--- config.mk ---
export PLATFORM = sky130hd
export DESIGN_NAME = rtc_regfile
export DESIGN_NICKNAME = d
export VERILOG_FILES = /design/src/rtl/rtc_pkg.sv /design/src/rtl/rtc_nvram.sv /design/src/rtl/rtc_uf_latch.sv /design/src/rtl/rtc_time_core.sv /design/src/rtl/rtc_regfile.sv
export SDC_FILE = /design/constraint.sdc
export NUM_CORES = 1
export LEC_CHECK = 0
export BUFFER_PORTS_ARGS = -buffer_cell sky130_fd_sc_hd__clkbuf_2
export CORE_MARGIN = 2
export CORE_UTILIZATION = 57
export DETAILED_ROUTE_END_ITERATION = 10
export PLACE_DENSITY = 0.83
export SKIP_CTS_REPAIR_TIMING = 1
export SLEW_MARGIN = 40
export SYNTH_ARGS = -nofsm -noshare
export SYNTH_HDL_FRONTEND = slang
export SYNTH_HIERARCHICAL = 1
export SYNTH_SLANG_ARGS = --single-unit
--- constraint.sdc ---
create_clock -name clk -period 4.4 [get_ports clk]
set_clock_uncertainty 0.1 [all_clocks]
set_input_delay 0.66 -clock clk [delete_from_list [all_inputs] [get_ports clk]]
set_output_delay 0.66 -clock clk [all_outputs]
set_load 0.01 [all_outputs]
--- src/rtl/rtc_pkg.sv ---
package rtc_pkg;

    localparam int RTC_AW = 6;
    localparam int RTC_DW = 8;
    localparam int RTC_DEPTH = 1 << RTC_AW;

    typedef logic [RTC_AW-1:0] rtc_idx_t;
    typedef logic [RTC_DW-1:0] rtc_byte_t;

    localparam rtc_idx_t IX_SEC   = rtc_idx_t'(0);
    localparam rtc_idx_t IX_MIN   = rtc_idx_t'(2);
    localparam rtc_idx_t IX_HOUR  = rtc_idx_t'(4);
    localparam rtc_idx_t IX_DOW   = rtc_idx_t'(6);
    localparam rtc_idx_t IX_DATE  = rtc_idx_t'(7);
    localparam rtc_idx_t IX_MON   = rtc_idx_t'(8);
    localparam rtc_idx_t IX_YEAR  = rtc_idx_t'(9);
    localparam rtc_idx_t IX_CTLA  = rtc_idx_t'(10);
    localparam rtc_idx_t IX_CTLB  = rtc_idx_t'(11);
    localparam rtc_idx_t IX_STAT  = rtc_idx_t'(12);
    localparam rtc_idx_t IX_VALID = rtc_idx_t'(13);

    typedef enum logic [2:0] {
        FLD_NONE, FLD_SEC, FLD_MIN, FLD_HOUR, FLD_DOW, FLD_DATE, FLD_MON, FLD_YEAR
    } rtc_field_e;

    typedef struct packed {
        rtc_byte_t sec;
        rtc_byte_t min;
        rtc_byte_t hour;
        rtc_byte_t dow;
        rtc_byte_t date;
        rtc_byte_t mon;
        rtc_byte_t year;
    } rtc_time_t;

    localparam rtc_time_t RTC_TIME_RESET = '{sec: 8'd0, min: 8'd0, hour: 8'd0,
                                             dow: 8'd1, date: 8'd1, mon: 8'd1, year: 8'd0};

    function automatic rtc_field_e idx_to_field(input rtc_idx_t ix);
        case (ix)
            IX_SEC:  return FLD_SEC;
            IX_MIN:  return FLD_MIN;
            IX_HOUR: return FLD_HOUR;
            IX_DOW:  return FLD_DOW;
            IX_DATE: return FLD_DATE;
            IX_MON:  return FLD_MON;
            IX_YEAR: return FLD_YEAR;
            default: return FLD_NONE;
        endcase
    endfunction

    function automatic rtc_byte_t field_value(input rtc_time_t t, input rtc_field_e f);
        case (f)
            FLD_SEC:  return t.sec;
            FLD_MIN:  return t.min;
            FLD_HOUR: return t.hour;
            FLD_DOW:  return t.dow;
            FLD_DATE: return t.date;
            FLD_MON:  return t.mon;
            FLD_YEAR: return t.year;
            default:  return '0;
        endcase
    endfunction

    function automatic rtc_byte_t to_bcd(input rtc_byte_t v);
        rtc_byte_t tens;
        rtc_byte_t ones;
        tens = v / 8'd10;
        ones = v % 8'd10;
        return {tens[3:0], ones[3:0]};
    endfunction

    function automatic rtc_byte_t from_bcd(input rtc_byte_t v);
        return (8'(v[7:4]) * 8'd10) + 8'(v[3:0]);
    endfunction

    function automatic rtc_byte_t month_len(input rtc_byte_t mon, input rtc_byte_t year);
        case (mon)
            8'd2:                      return (year[1:0] == 2'b00) ? 8'd29 : 8'd28;
            8'd4, 8'd6, 8'd9, 8'd11:   return 8'd30;
            default:                   return 8'd31;
        endcase
    endfunction

endpackage

--- src/rtl/rtc_nvram.sv ---
module rtc_nvram #(
    parameter int AW = 6,
    parameter int DW = 8
) (
    input  logic          clk,
    input  logic          we,
    input  logic [AW-1:0] waddr,
    input  logic [DW-1:0] wdata,
    input  logic [AW-1:0] raddr,
    output logic [DW-1:0] rdata
);
    localparam int DEPTH = 1 << AW;

    logic [DW-1:0] mem [DEPTH];

    always_ff @(posedge clk) begin
        if (we) mem[waddr] <= wdata;
    end

    assign rdata = mem[raddr];

endmodule

--- src/rtl/rtc_uf_latch.sv ---
module rtc_uf_latch (
    input  logic clk,
    input  logic rst,
    input  logic set_i,
    input  logic clr_i,
    output logic flag_o
);
    always_ff @(posedge clk) begin
        if (rst)        flag_o <= 1'b0;
        else if (set_i) flag_o <= 1'b1;
        else if (clr_i) flag_o <= 1'b0;
    end

    // a tick always leaves the flag set
    p_flag_set_r9: assert property (@(posedge clk) disable iff (rst)
        set_i |=> flag_o);

    // read without a concurrent tick clears the flag
    p_flag_clr_r10: assert property (@(posedge clk) disable iff (rst)
        (clr_i && !set_i) |=> !flag_o);

    p_flag_hold_r10: assert property (@(posedge clk) disable iff (rst)
        (!set_i && !clr_i) |=> $stable(flag_o));

endmodule

--- src/rtl/rtc_time_core.sv ---
module rtc_time_core
    import rtc_pkg::*;
(
    input  logic       clk,
    input  logic       rst,
    input  logic       tick,
    input  logic       ld_en,
    input  rtc_field_e ld_field,
    input  rtc_byte_t  ld_val,
    output rtc_time_t  now
);
    rtc_time_t adv;
    rtc_time_t nxt;
    logic      c_min, c_hour, c_day, c_mon, c_year;

    // Tick advance with full calendar carry chain
    always_comb begin
        adv    = now;
        c_min  = 1'b0;
        c_hour = 1'b0;
        c_day  = 1'b0;
        c_mon  = 1'b0;
        c_year = 1'b0;
        if (tick) begin
            if (now.sec >= 8'd59) begin
                adv.sec = 8'd0;
                c_min   = 1'b1;
            end else begin
                adv.sec = now.sec + 8'd1;
            end
        end
        if (c_min) begin
            if (now.min >= 8'd59) begin
                adv.min = 8'd0;
                c_hour  = 1'b1;
            end else begin
                adv.min = now.min + 8'd1;
            end
        end
        if (c_hour) begin
            if (now.hour >= 8'd23) begin
                adv.hour = 8'd0;
                c_day    = 1'b1;
            end else begin
                adv.hour = now.hour + 8'd1;
            end
        end
        if (c_day) begin
            adv.dow = (now.dow >= 8'd7) ? 8'd1 : now.dow + 8'd1;
            if (now.date >= month_len(now.mon, now.year)) begin
                adv.date = 8'd1;
                c_mon    = 1'b1;
            end else begin
                adv.date = now.date + 8'd1;
            end
        end
        if (c_mon) begin
            if (now.mon >= 8'd12) begin
                adv.mon = 8'd1;
                c_year  = 1'b1;
            end else begin
                adv.mon = now.mon + 8'd1;
            end
        end
        if (c_year) begin
            adv.year = (now.year >= 8'd99) ? 8'd0 : now.year + 8'd1;
        end
    end

    // Host load overrides only the addressed field
    always_comb begin
        nxt = adv;
        if (ld_en) begin
            case (ld_field)
                FLD_SEC:  nxt.sec  = ld_val;
                FLD_MIN:  nxt.min  = ld_val;
                FLD_HOUR: nxt.hour = ld_val;
                FLD_DOW:  nxt.dow  = ld_val;
                FLD_DATE: nxt.date = ld_val;
                FLD_MON:  nxt.mon  = ld_val;
                FLD_YEAR: nxt.year = ld_val;
                default:  ;
            endcase
        end
    end

    always_ff @(posedge clk) begin
        if (rst) now <= RTC_TIME_RESET;
        else     now <= nxt;
    end

    // seconds wrap and carry into minutes
    p_sec_wrap_r4: assert property (@(posedge clk) disable iff (rst)
        (tick && !ld_en && now.sec == 8'd59 && now.min < 8'd59)
        |=> (now.sec == 8'd0 && now.min == 8'($past(now.min) + 8'd1)));

    // counters hold with no tick and no load
    p_hold_r4: assert property (@(posedge clk) disable iff (rst)
        (!tick && !ld_en) |=> $stable(now));

    // day of week wraps 7 -> 1 at midnight
    p_dow_wrap_r5: assert property (@(posedge clk) disable iff (rst)
        (tick && !ld_en && now.sec == 8'd59 && now.min == 8'd59
         && now.hour == 8'd23 && now.dow == 8'd7) |=> (now.dow == 8'd1));

    // leap-year February reaches day 29
    p_leap_r6: assert property (@(posedge clk) disable iff (rst)
        (tick && !ld_en && now.sec == 8'd59 && now.min == 8'd59 && now.hour == 8'd23
         && now.mon == 8'd2 && now.date == 8'd28 && now.year[1:0] == 2'b00)
        |=> (now.date == 8'd29 && now.mon == 8'd2));

endmodule

--- src/rtl/rtc_regfile.sv ---
module rtc_regfile
    import rtc_pkg::*;
(
    input  logic       clk,
    input  logic       rst,
    input  logic       tick_1hz,
    input  logic       sel_wr,
    input  logic       dat_wr,
    input  logic       dat_rd,
    input  logic [7:0] bus_wdata,
    output logic [7:0] bus_rdata
);
    rtc_idx_t   addr_q;
    logic [3:0] ctla_q;
    logic       bin_mode_q;
    logic       uf_flag;
    rtc_field_e sel_field;
    rtc_time_t  now;
    rtc_byte_t  ld_val;
    rtc_byte_t  ram_rd;
    rtc_byte_t  fld_raw;
    logic       is_special;
    logic       ram_we;
    logic       ld_en;

    assign sel_field  = idx_to_field(addr_q);
    assign is_special = (sel_field != FLD_NONE) || (addr_q == IX_CTLA) || (addr_q == IX_CTLB)
                        || (addr_q == IX_STAT) || (addr_q == IX_VALID);
    assign ram_we     = dat_wr && !is_special;
    assign ld_en      = dat_wr && (sel_field != FLD_NONE);
    assign ld_val     = bin_mode_q ? bus_wdata : from_bcd(bus_wdata);

    always_ff @(posedge clk) begin
        if (rst) begin
            addr_q     <= '0;
            ctla_q     <= '0;
            bin_mode_q <= 1'b0;
        end else begin
            if (sel_wr) addr_q <= bus_wdata[RTC_AW-1:0];
            if (dat_wr && addr_q == IX_CTLA) ctla_q <= bus_wdata[3:0];
            if (dat_wr && addr_q == IX_CTLB) bin_mode_q <= bus_wdata[2];
        end
    end

    rtc_time_core u_core (
        .clk      (clk),
        .rst      (rst),
        .tick     (tick_1hz),
        .ld_en    (ld_en),
        .ld_field (sel_field),
        .ld_val   (ld_val),
        .now      (now)
    );

    rtc_uf_latch u_uf (
        .clk    (clk),
        .rst    (rst),
        .set_i  (tick_1hz),
        .clr_i  (dat_rd && addr_q == IX_STAT),
        .flag_o (uf_flag)
    );

    rtc_nvram #(.AW(RTC_AW), .DW(RTC_DW)) u_ram (
        .clk   (clk),
        .we    (ram_we),
        .waddr (addr_q),
        .wdata (bus_wdata),
        .raddr (addr_q),
        .rdata (ram_rd)
    );

    assign fld_raw = field_value(now, sel_field);

    always_comb begin
        if (sel_field != FLD_NONE) begin
            bus_rdata = bin_mode_q ? fld_raw : to_bcd(fld_raw);
        end else begin
            case (addr_q)
                IX_CTLA:  bus_rdata = {4'h2, ctla_q};
                IX_CTLB:  bus_rdata = {5'b0, bin_mode_q, 2'b10};
                IX_STAT:  bus_rdata = {3'b0, uf_flag, 4'b0};
                IX_VALID: bus_rdata = 8'h80;
                default:  bus_rdata = ram_rd;
            endcase
        end
    end

    // validity register is constant
    p_valid_const_r11: assert property (@(posedge clk) disable iff (rst)
        (addr_q == IX_VALID) |-> (bus_rdata == 8'h80));

    // 24-hour bit always reads set, unused bits zero
    p_ctlb_shape_r8: assert property (@(posedge clk) disable iff (rst)
        (addr_q == IX_CTLB) |-> (bus_rdata[1] && bus_rdata[7:3] == 5'b0 && !bus_rdata[0]));

    // storage byte returns the last write
    p_ram_rw_r12: assert property (@(posedge clk) disable iff (rst)
        (dat_wr && !sel_wr && !is_special) |=> (bus_rdata == $past(bus_wdata)));

endmodule

==> impl_metrics.py, run 1 <==
metrics = {
    "critical_path": {
        "r2r_end": "u_ram/mem[56][0]$_DFFE_PP_",
        "start_kind": "register",
        "path_class": "reg2out",
        "regToRegStartpoint": "addr_q[0]$_SDFFE_PP0P_",
        "crit_path_start": "addr_q[1]$_SDFFE_PP0P_",
        "endpoint": "bus_rdata[2]",
        "arrival_ns": 3.81,
        "reg2reg_depth": 10,
        "end_kind": "primary output",
        "worstPathRequired_ns": 3.64,
        "rrSetupSlack_ns": 0.33,
        "path_max_fanout": 56,
    },
    "layout": {
        "synthToLayoutAreaGrowth_pct": 15.0,
        "fillers": 2881,
        "fin_nets": 1837,
        "design_area_sq_um": 29300,
        "n_antenna_cell": 0,
        "finish.utilization": 0.664,
        "drive_gt1_frac": 0.260,
    },
    "placed_design": {
        "pre_cts_ws_ns": 0.206,
        "placed_cell_area_sq_um": 26800,
        "port_buffers": 21,
        "place_congestion": 0.957,
        "dp_hpwl_mm": 38.7,
    },
    "floorplan": {
        "coreArea_sq_um": 44100,
        "io_pins": 22,
        "start_util": 0.577,
        "chipWidth_um": 215,
        "die-area_sq_um": 46400,
        "row_count": 77,
        "die_h_um": 215,
    },
    "clocking": {
        "cts_buffer_depth": 3,
        "clk_root_buffer_cell": "clkbuf_16",
        "h-tree-depth": 2,
        "numCtsBuffers": 54,
        "cts.sinks": 580,
        "cts_tree": "built",
        "clk_pin_slew_ns": 0.07,
        "clock_latency_ns": 0.59,
    },
    "pwr": {
        "power_leakage_nw": 9.45,
        "peakVddDrop_v": 0.000287,
        "p_comb_frac": 0.088,
        "fin_total_pwr_mw": 11.7,
        "seqPwrFrac": 0.517,
        "intPower_mw": 8.97,
        "p_clk_frac": 0.395,
        "power.density_nw_per_um2": 399,
        "power.switching_mw": 2.71,
        "swShare": 0.232,
    },
    "synth": {
        "ys_seq_elements": 580,
        "synth_cell_type_count": 83,
        "syn_area_per_cell_sq_um": 15.4,
        "syn_area_sq_um": 25500,
        "syn-instance-count": 1652,
        "synth_warnings": 6,
        "synth_flop_cell": "edfxtp_1",
        "syn-num-nets": 1689,
        "ys_async_sr_fraction": 0,
        "yosysSeqAreaShare": 0.657,
        "synth_edf_count": 512,
    },
    "grt": {
        "grt_start_max_net_pins": 113,
        "antenna_found_initial": 0,
        "track_usage": 0.278,
        "grt_pass1_wl_mm": 97.4,
        "grt_pass1_vias": 15900,
        "grt_overflow": 0,
    },
    "routing": {
        "routed_via_density": 6.90,
        "drt_iter0_markers": 2489,
        "drt-wirelength-per-cell_um": 28.1,
        "drc": 0,
        "ant_nets": 0,
        "dr.pass1.iters": 6,
        "wl_mm": 68.3,
        "via_count": 16800,
    },
    "min_path": {
        "min_path_type": "in2reg",
        "hold_start": "dat_wr",
        "whs_path_depth": 3,
    },
    "sta": {
        "worst_pin_slew_ns": 0.807,
        "fmax_mhz": 219,
        "rsz0062_at_grt": "true",
        "slew_viol_final": 0,
        "setup_viol": 5,
        "hold_ws_ns": 0.338,
        "layout_setup_ws_ns": -0.165,
        "relSlewSlack": 0.462,
        "fin_crit_ns": 4.57,
        "finalHoldViolCount": 0,
        "period_share": 1.04,
    },
    "run_status": {
        "run_status": "finished with violations",
        "failed_checks": "setup timing",
    },
    "run": {
        "drv_cap": 0,
    },
}
==> cell usage after synthesis (all sizes together), types with 6 or more instances <==
master / count / area, sq um
a2111o: 6 / 67.6
a2111oi: 9 / 129
a211oi: 22 / 170
a21oi: 68 / 348
a221oi: 13 / 131
a22oi: 9 / 67.6
a311oi: 10 / 87.6
a31oi: 8 / 50.1
and2: 8 / 50.1
buf: 55 / 388
clkbuf: 42 / 158
dfxtp: 68 / 1360
edfxtp: 512 / 15400
ha: 21 / 263
inv: 20 / 75.1
mux2: 15 / 169
mux2i: 54 / 541
mux4: 126 / 2840
nand2: 86 / 330
nand2b: 9 / 56.3
nand3: 55 / 275
nand3b: 6 / 45.0
nand4: 14 / 87.6
nor2: 162 / 623
nor2b: 24 / 150
nor3: 55 / 318
nor3b: 6 / 45.0
nor4: 13 / 96.3
o2111ai: 6 / 58.8
o21ai: 44 / 220
o221ai: 9 / 78.8
o22ai: 9 / 56.3
or3: 7 / 43.8
or3b: 6 / 52.6
xnor2: 8 / 70.1
xor2: 8 / 70.1
==> final cells by class <==
cell class	count	area [sq um]	area share
Multi-Input combinational cell	956	8400	0.287
Clock buffer	78	1480	0.0504
Sequential cell	580	16700	0.572
Timing Repair Buffer	188	1600	0.0546
Clock inverter	21	246	0.00842
Tap cell	592	741	0.0253
Inverter	20	75.1	0.00256
==> how the worst min path moves through the flow <==
stage | endpoint | slack, ns
6_report | ctla_q[0]$_SDFFE_PP0P_ | 0.34
5_1_grt | ctla_q[0]$_SDFFE_PP0P_ | 0.33
4_1_cts | ctla_q[0]$_SDFFE_PP0P_ | 0.31
3_5_place_dp | ctla_q[0]$_SDFFE_PP0P_ | 0.36
3_3_place_gp | ctla_q[2]$_SDFFE_PP0P_ | 0.34
2_1_floorplan | ctla_q[3]$_SDFFE_PP0P_ | 0.33
==> cell families (layout without fill, tap and decap cells) <==
| kind of cell | count (synthesis) | after routing | share of synthesized area |
|---|---|---|---|
| adder cells (fa/ha/maj) | 24 | 24 | 0.0123 |
| AND/OR/NAND/NOR | 465 | 466 | 0.0893 |
| buffers and inverters | 117 | 307 | 0.0244 |
| flip-flops | 580 | 580 | 0.657 |
| AO/OA/AOI/OAI | 255 | 255 | 0.0722 |
| multiplexers | 195 | 195 | 0.139 |
| XOR/XNOR | 16 | 16 | 0.00550 |
==> flip-flops by register name, summed over array words and instances (netlist names) <==
register	flops
addr_q	6
bin_mode_q	1
ctla_q	4
u_core/now	56
u_ram/mem	512
u_uf/flag_o	1
==> through the flow <==
step / setup TNS [ns] / cells
2_1_floorplan: 0 / 1652
3_3_place_gp: 0 / 2297
3_5_place_dp: 0 / 2297
4_1_cts: -1.74 / 2396
5_1_grt: -0.975 / 2435
6_report: -0.393 / 2435
==> worst max-delay path, cell delays in order (launching register included) <==
cell and delay [ns]:
dfxtp_4 0.45, buf_16 0.34, mux4_2 0.41, mux4_2 0.48
nor2_1 0.28, nor3_1 0.13, o2bb2ai_1 0.20, nand2_1 0.10
o21ai_0 0.11, a221oi_1 0.35, o21ai_1 0.14, clkbuf_2 0.16
==> power groups by stage <==
| stage | Sequential [mW] | Combinational, mW | Clock, mW |
|---|---|---|---|
| after floorplan | 6.15 | 0.550 | 0 |
| after global placement | 6.16 | 0.862 | 0 |
| after detailed placement | 6.16 | 0.887 | 0 |
| after CTS | 6.04 | 0.899 | 4.61 |
| after global routing | 6.04 | 1.07 | 4.84 |
| final | 6.04 | 1.02 | 4.61 |
==> routing by layer <==
layer  share of wire  vias to the layer above  GRT usage
li1                -                     6888          -
met1            0.38                     8512      0.401
met2            0.48                     1213      0.445
met3            0.11                      179     0.0419
met4           0.035                        0     0.0839
met5               0                        -          0
==> layout by cell type, fill, tap and decap left out, types with 14 or more instances in the layout <==
| master | synthesis | layout |
|---|---|---|
| edfxtp_1 | 512 | 512 |
| nor2_1 | 158 | 156 |
| buf_4 | 19 | 144 |
| mux4_2 | 126 | 126 |
| nand2_1 | 85 | 85 |
| dfxtp_1 | 68 | 63 |
| a21oi_1 | 66 | 61 |
| clkbuf_16 | 0 | 60 |
| nand3_1 | 55 | 55 |
| mux2i_1 | 54 | 50 |
| nor3_1 | 49 | 35 |
| o21ai_0 | 30 | 27 |
| nor2b_1 | 24 | 24 |
| a211oi_1 | 21 | 21 |
| inv_1 | 20 | 20 |
| ha_1 | 21 | 20 |
| clkbuf_1 | 42 | 20 |
| clkbuf_2 | 0 | 20 |
| o21ai_1 | 14 | 17 |
| mux2_2 | 15 | 15 |
| nand4_1 | 14 | 14 |
Note: power is estimated with default switching activity, not from simulation.
==> run 2, diff against run 1 <==
--- a/config.mk
+++ b/config.mk
@@ -7,9 +7,9 @@
 export LEC_CHECK = 0
 export BUFFER_PORTS_ARGS = -buffer_cell sky130_fd_sc_hd__clkbuf_2
 export CORE_MARGIN = 2
-export CORE_UTILIZATION = 57
+export CORE_UTILIZATION = 50
 export DETAILED_ROUTE_END_ITERATION = 10
-export PLACE_DENSITY = 0.83
+export PLACE_DENSITY = 0.66
 export SKIP_CTS_REPAIR_TIMING = 1
 export SLEW_MARGIN = 40
 export SYNTH_ARGS = -nofsm -noshare
==> run 2 against run 1 <==
The run still ends with setup timing left; power rose by 2.7%; global-route usage decreased by 4.2 points; combinational power grew 7%; critical path depth rose by 1; sequential power barely moved; critical path type unchanged.
==> impl_metrics.py, run 2 (synthesis gave the netlist of run 1 again) <==
metrics = {
    "pwr": {
        "power_leakage_nw": 9.75,
        "power.density_nw_per_um2": 399,
        "peakVddDrop_v": 0.000416,
    },
    "critical_path": {
        "cp_slowest_stage_delay_ns": 0.48,
        "worst_path_dominant_cell_family": "compound AO/OA/AOI/OAI gates",
        "reg2reg_depth": 14,
        "worstPathRequired_ns": 3.64,
        "path_class": "reg2out",
        "start_kind": "register",
        "path_max_fanout": 8,
        "r2r_end": "u_core/now[26]$_SDFF_PP0_",
        "arrival_ns": 3.83,
        "cp_slowest_cell": "or3b_4",
        "end_kind": "primary output",
        "crit_chain": "buf_6 > or3b_4 > nor3_4 > a2111o_1 > nor3_2 > a32o_1 > o31ai_2 > a32oi_4 > or3_4 > a21oi_2 > o221ai_1 > buf_2",
        "regToRegStartpoint": "addr_q[2]$_SDFFE_PP0P_",
        "path_buf_inv": 2,
        "rrSetupSlack_ns": 0.62,
    },
    "grt": {
        "grt_start_max_net_pins": 112,
        "grt_pass1_vias": 15200,
        "grt_overflow": 0,
        "antenna_found_initial": 1,
        "track_usage": 0.236,
        "grt_pass1_wl_mm": 94.7,
    },
    "sta": {
        "hold_ws_ns": 0.281,
        "setup_viol": 7,
        "fmax_mhz": 218,
        "period_share": 1.04,
        "slew_viol_final": 0,
        "relSlewSlack": 0.461,
        "worst_pin_slew_ns": 0.806,
        "finalHoldViolCount": 0,
        "layout_setup_ws_ns": -0.194,
        "fin_crit_ns": 4.59,
        "rsz0062_at_grt": "true",
    },
    "layout": {
        "reg.largest.list": "u_ram/mem x512, u_core/now x56, addr_q x6",
        "fillers": 3693,
        "drive_gt1_frac": 0.288,
        "layout_common_cells": "edfxtp_1 (512), buf_4 (153), nor2_1 (151)",
        "fin_nets": 1868,
        "n_antenna_cell": 0,
        "instances_no_fill": 2543,
        "largest_reg_flops": 512,
        "multi_input_area_sq_um": 8620,
        "regMostFlops": "u_ram/mem",
        "synthToLayoutAreaGrowth_pct": 18.2,
        "ff_latch_area_sq_um": 16700,
        "final_common_cell": "edfxtp_1",
    },
    "floorplan": {
        "start_util": 0.508,
        "row_count": 82,
        "io_pins": 22,
        "chipWidth_um": 230,
        "coreArea_sq_um": 50200,
        "die-area_sq_um": 52800,
        "die_h_um": 230,
    },
    "placed_design": {
        "port_buffers": 21,
        "dp_cells": 2377,
        "place_congestion": 0.884,
        "dp_hpwl_mm": 38.3,
        "pre_cts_ws_ns": 0.140,
    },
    "clocking": {
        "cts_buffer_depth": 3,
        "clk_root_buffer_cell": "clkbuf_16",
        "clk_pin_slew_ns": 0.06,
        "cts_tree": "built",
        "cts.sinks": 580,
        "h-tree-depth": 2,
        "numCtsBuffers": 58,
        "clock_latency_ns": 0.60,
    },
    "min_path": {
        "hold_start": "dat_wr",
        "min_path_type": "in2reg",
        "whs_path_depth": 3,
        "hold_end": "ctla_q[0]$_SDFFE_PP0P_",
    },
    "run": {
        "drv_cap": 0,
    },
    "routing": {
        "drt-wirelength-per-cell_um": 26.0,
        "drc": 0,
        "drt_iter0_markers": 1947,
        "dr.pass1.iters": 5,
        "routed_via_density": 6.39,
        "wl_mm": 66.0,
        "ant_nets": 0,
        "via_count": 16200,
    },
    "run_status": {
        "failed_checks": "setup timing",
        "run_status": "finished with violations",
    },
}
run 2: cell count changes in the layout (fill, tap and decap cells not counted), sizes merged:
cell and delta:
clkinvlp +1, bufinv +3, buf +27, clkinv +3
clkbuf -7, clkdlybuf4s15 +1
run 2: worst register-to-register path: cells and delay by family (launching register included):
family,cells,cell delay [ns]
AND/OR/NAND/NOR,6,1.50
buffers and inverters,4,1.01
AO/OA/AOI/OAI,4,0.63
flip-flops,1,0.39
run 2: per-layer routing:
layer / part of all wire / vias to the layer above / track usage
li1: - / 6956 / -
met1: 0.42 / 8341 / 0.352
met2: 0.46 / 830 / 0.362
met3: 0.091 / 112 / 0.0428
met4: 0.021 / 0 / 0.0571
met5: 0 / - / 0
run 2: final cells by class:
type,instances,share of cell area
clock buffers,72,0.0500
clock inverters,28,0.0113
inverters,20,0.00249
multi-input cells,956,0.286
flip-flops and latches,580,0.557
well taps,672,0.0279
repair buffers,215,0.0654
run 2: metrics by stage:
step | utilization | setup TNS, ns | power, mW | cell area [sq um]
after CTS | 0.574 | -2.34 | 11.9 | 28800
after detailed placement | 0.537 | 0 | 7.06 | 26900
after floorplan | - | 0 | 6.70 | 25500
after global routing | 0.600 | -1.25 | 12.3 | 30100
final | 0.600 | -0.581 | 12.0 | 30100
after global placement | 0.537 | 0 | 7.05 | 26900
run 2: worst max-delay path by stage:
| stage | startpoint | end | slack, ns | cells after the start |
|---|---|---|---|---|
| 2_1_floorplan | addr_q[5]$_SDFFE_PP0P_ | bus_rdata[3] | 0.15 | 16 |
| 5_1_grt | addr_q[0]$_SDFFE_PP0P_ | bus_rdata[3] | -0.36 | 13 |
| 3_3_place_gp | addr_q[0]$_SDFFE_PP0P_ | bus_rdata[3] | 0.21 | 15 |
| 6_report | addr_q[0]$_SDFFE_PP0P_ | bus_rdata[3] | -0.19 | 12 |
| 4_1_cts | addr_q[0]$_SDFFE_PP0P_ | bus_rdata[3] | -0.54 | 15 |
| 3_5_place_dp | addr_q[0]$_SDFFE_PP0P_ | bus_rdata[3] | 0.14 | 15 |
run 2: report_power, final:
part	switching, mW	total, mW	leakage [nW]	internal [mW]
Sequential	0.0302	6.04	5.16	6.01
Clock	2.04	4.86	0.891	2.82
Combinational	0.656	1.09	3.71	0.435
Total	2.73	12.0	9.75	9.27
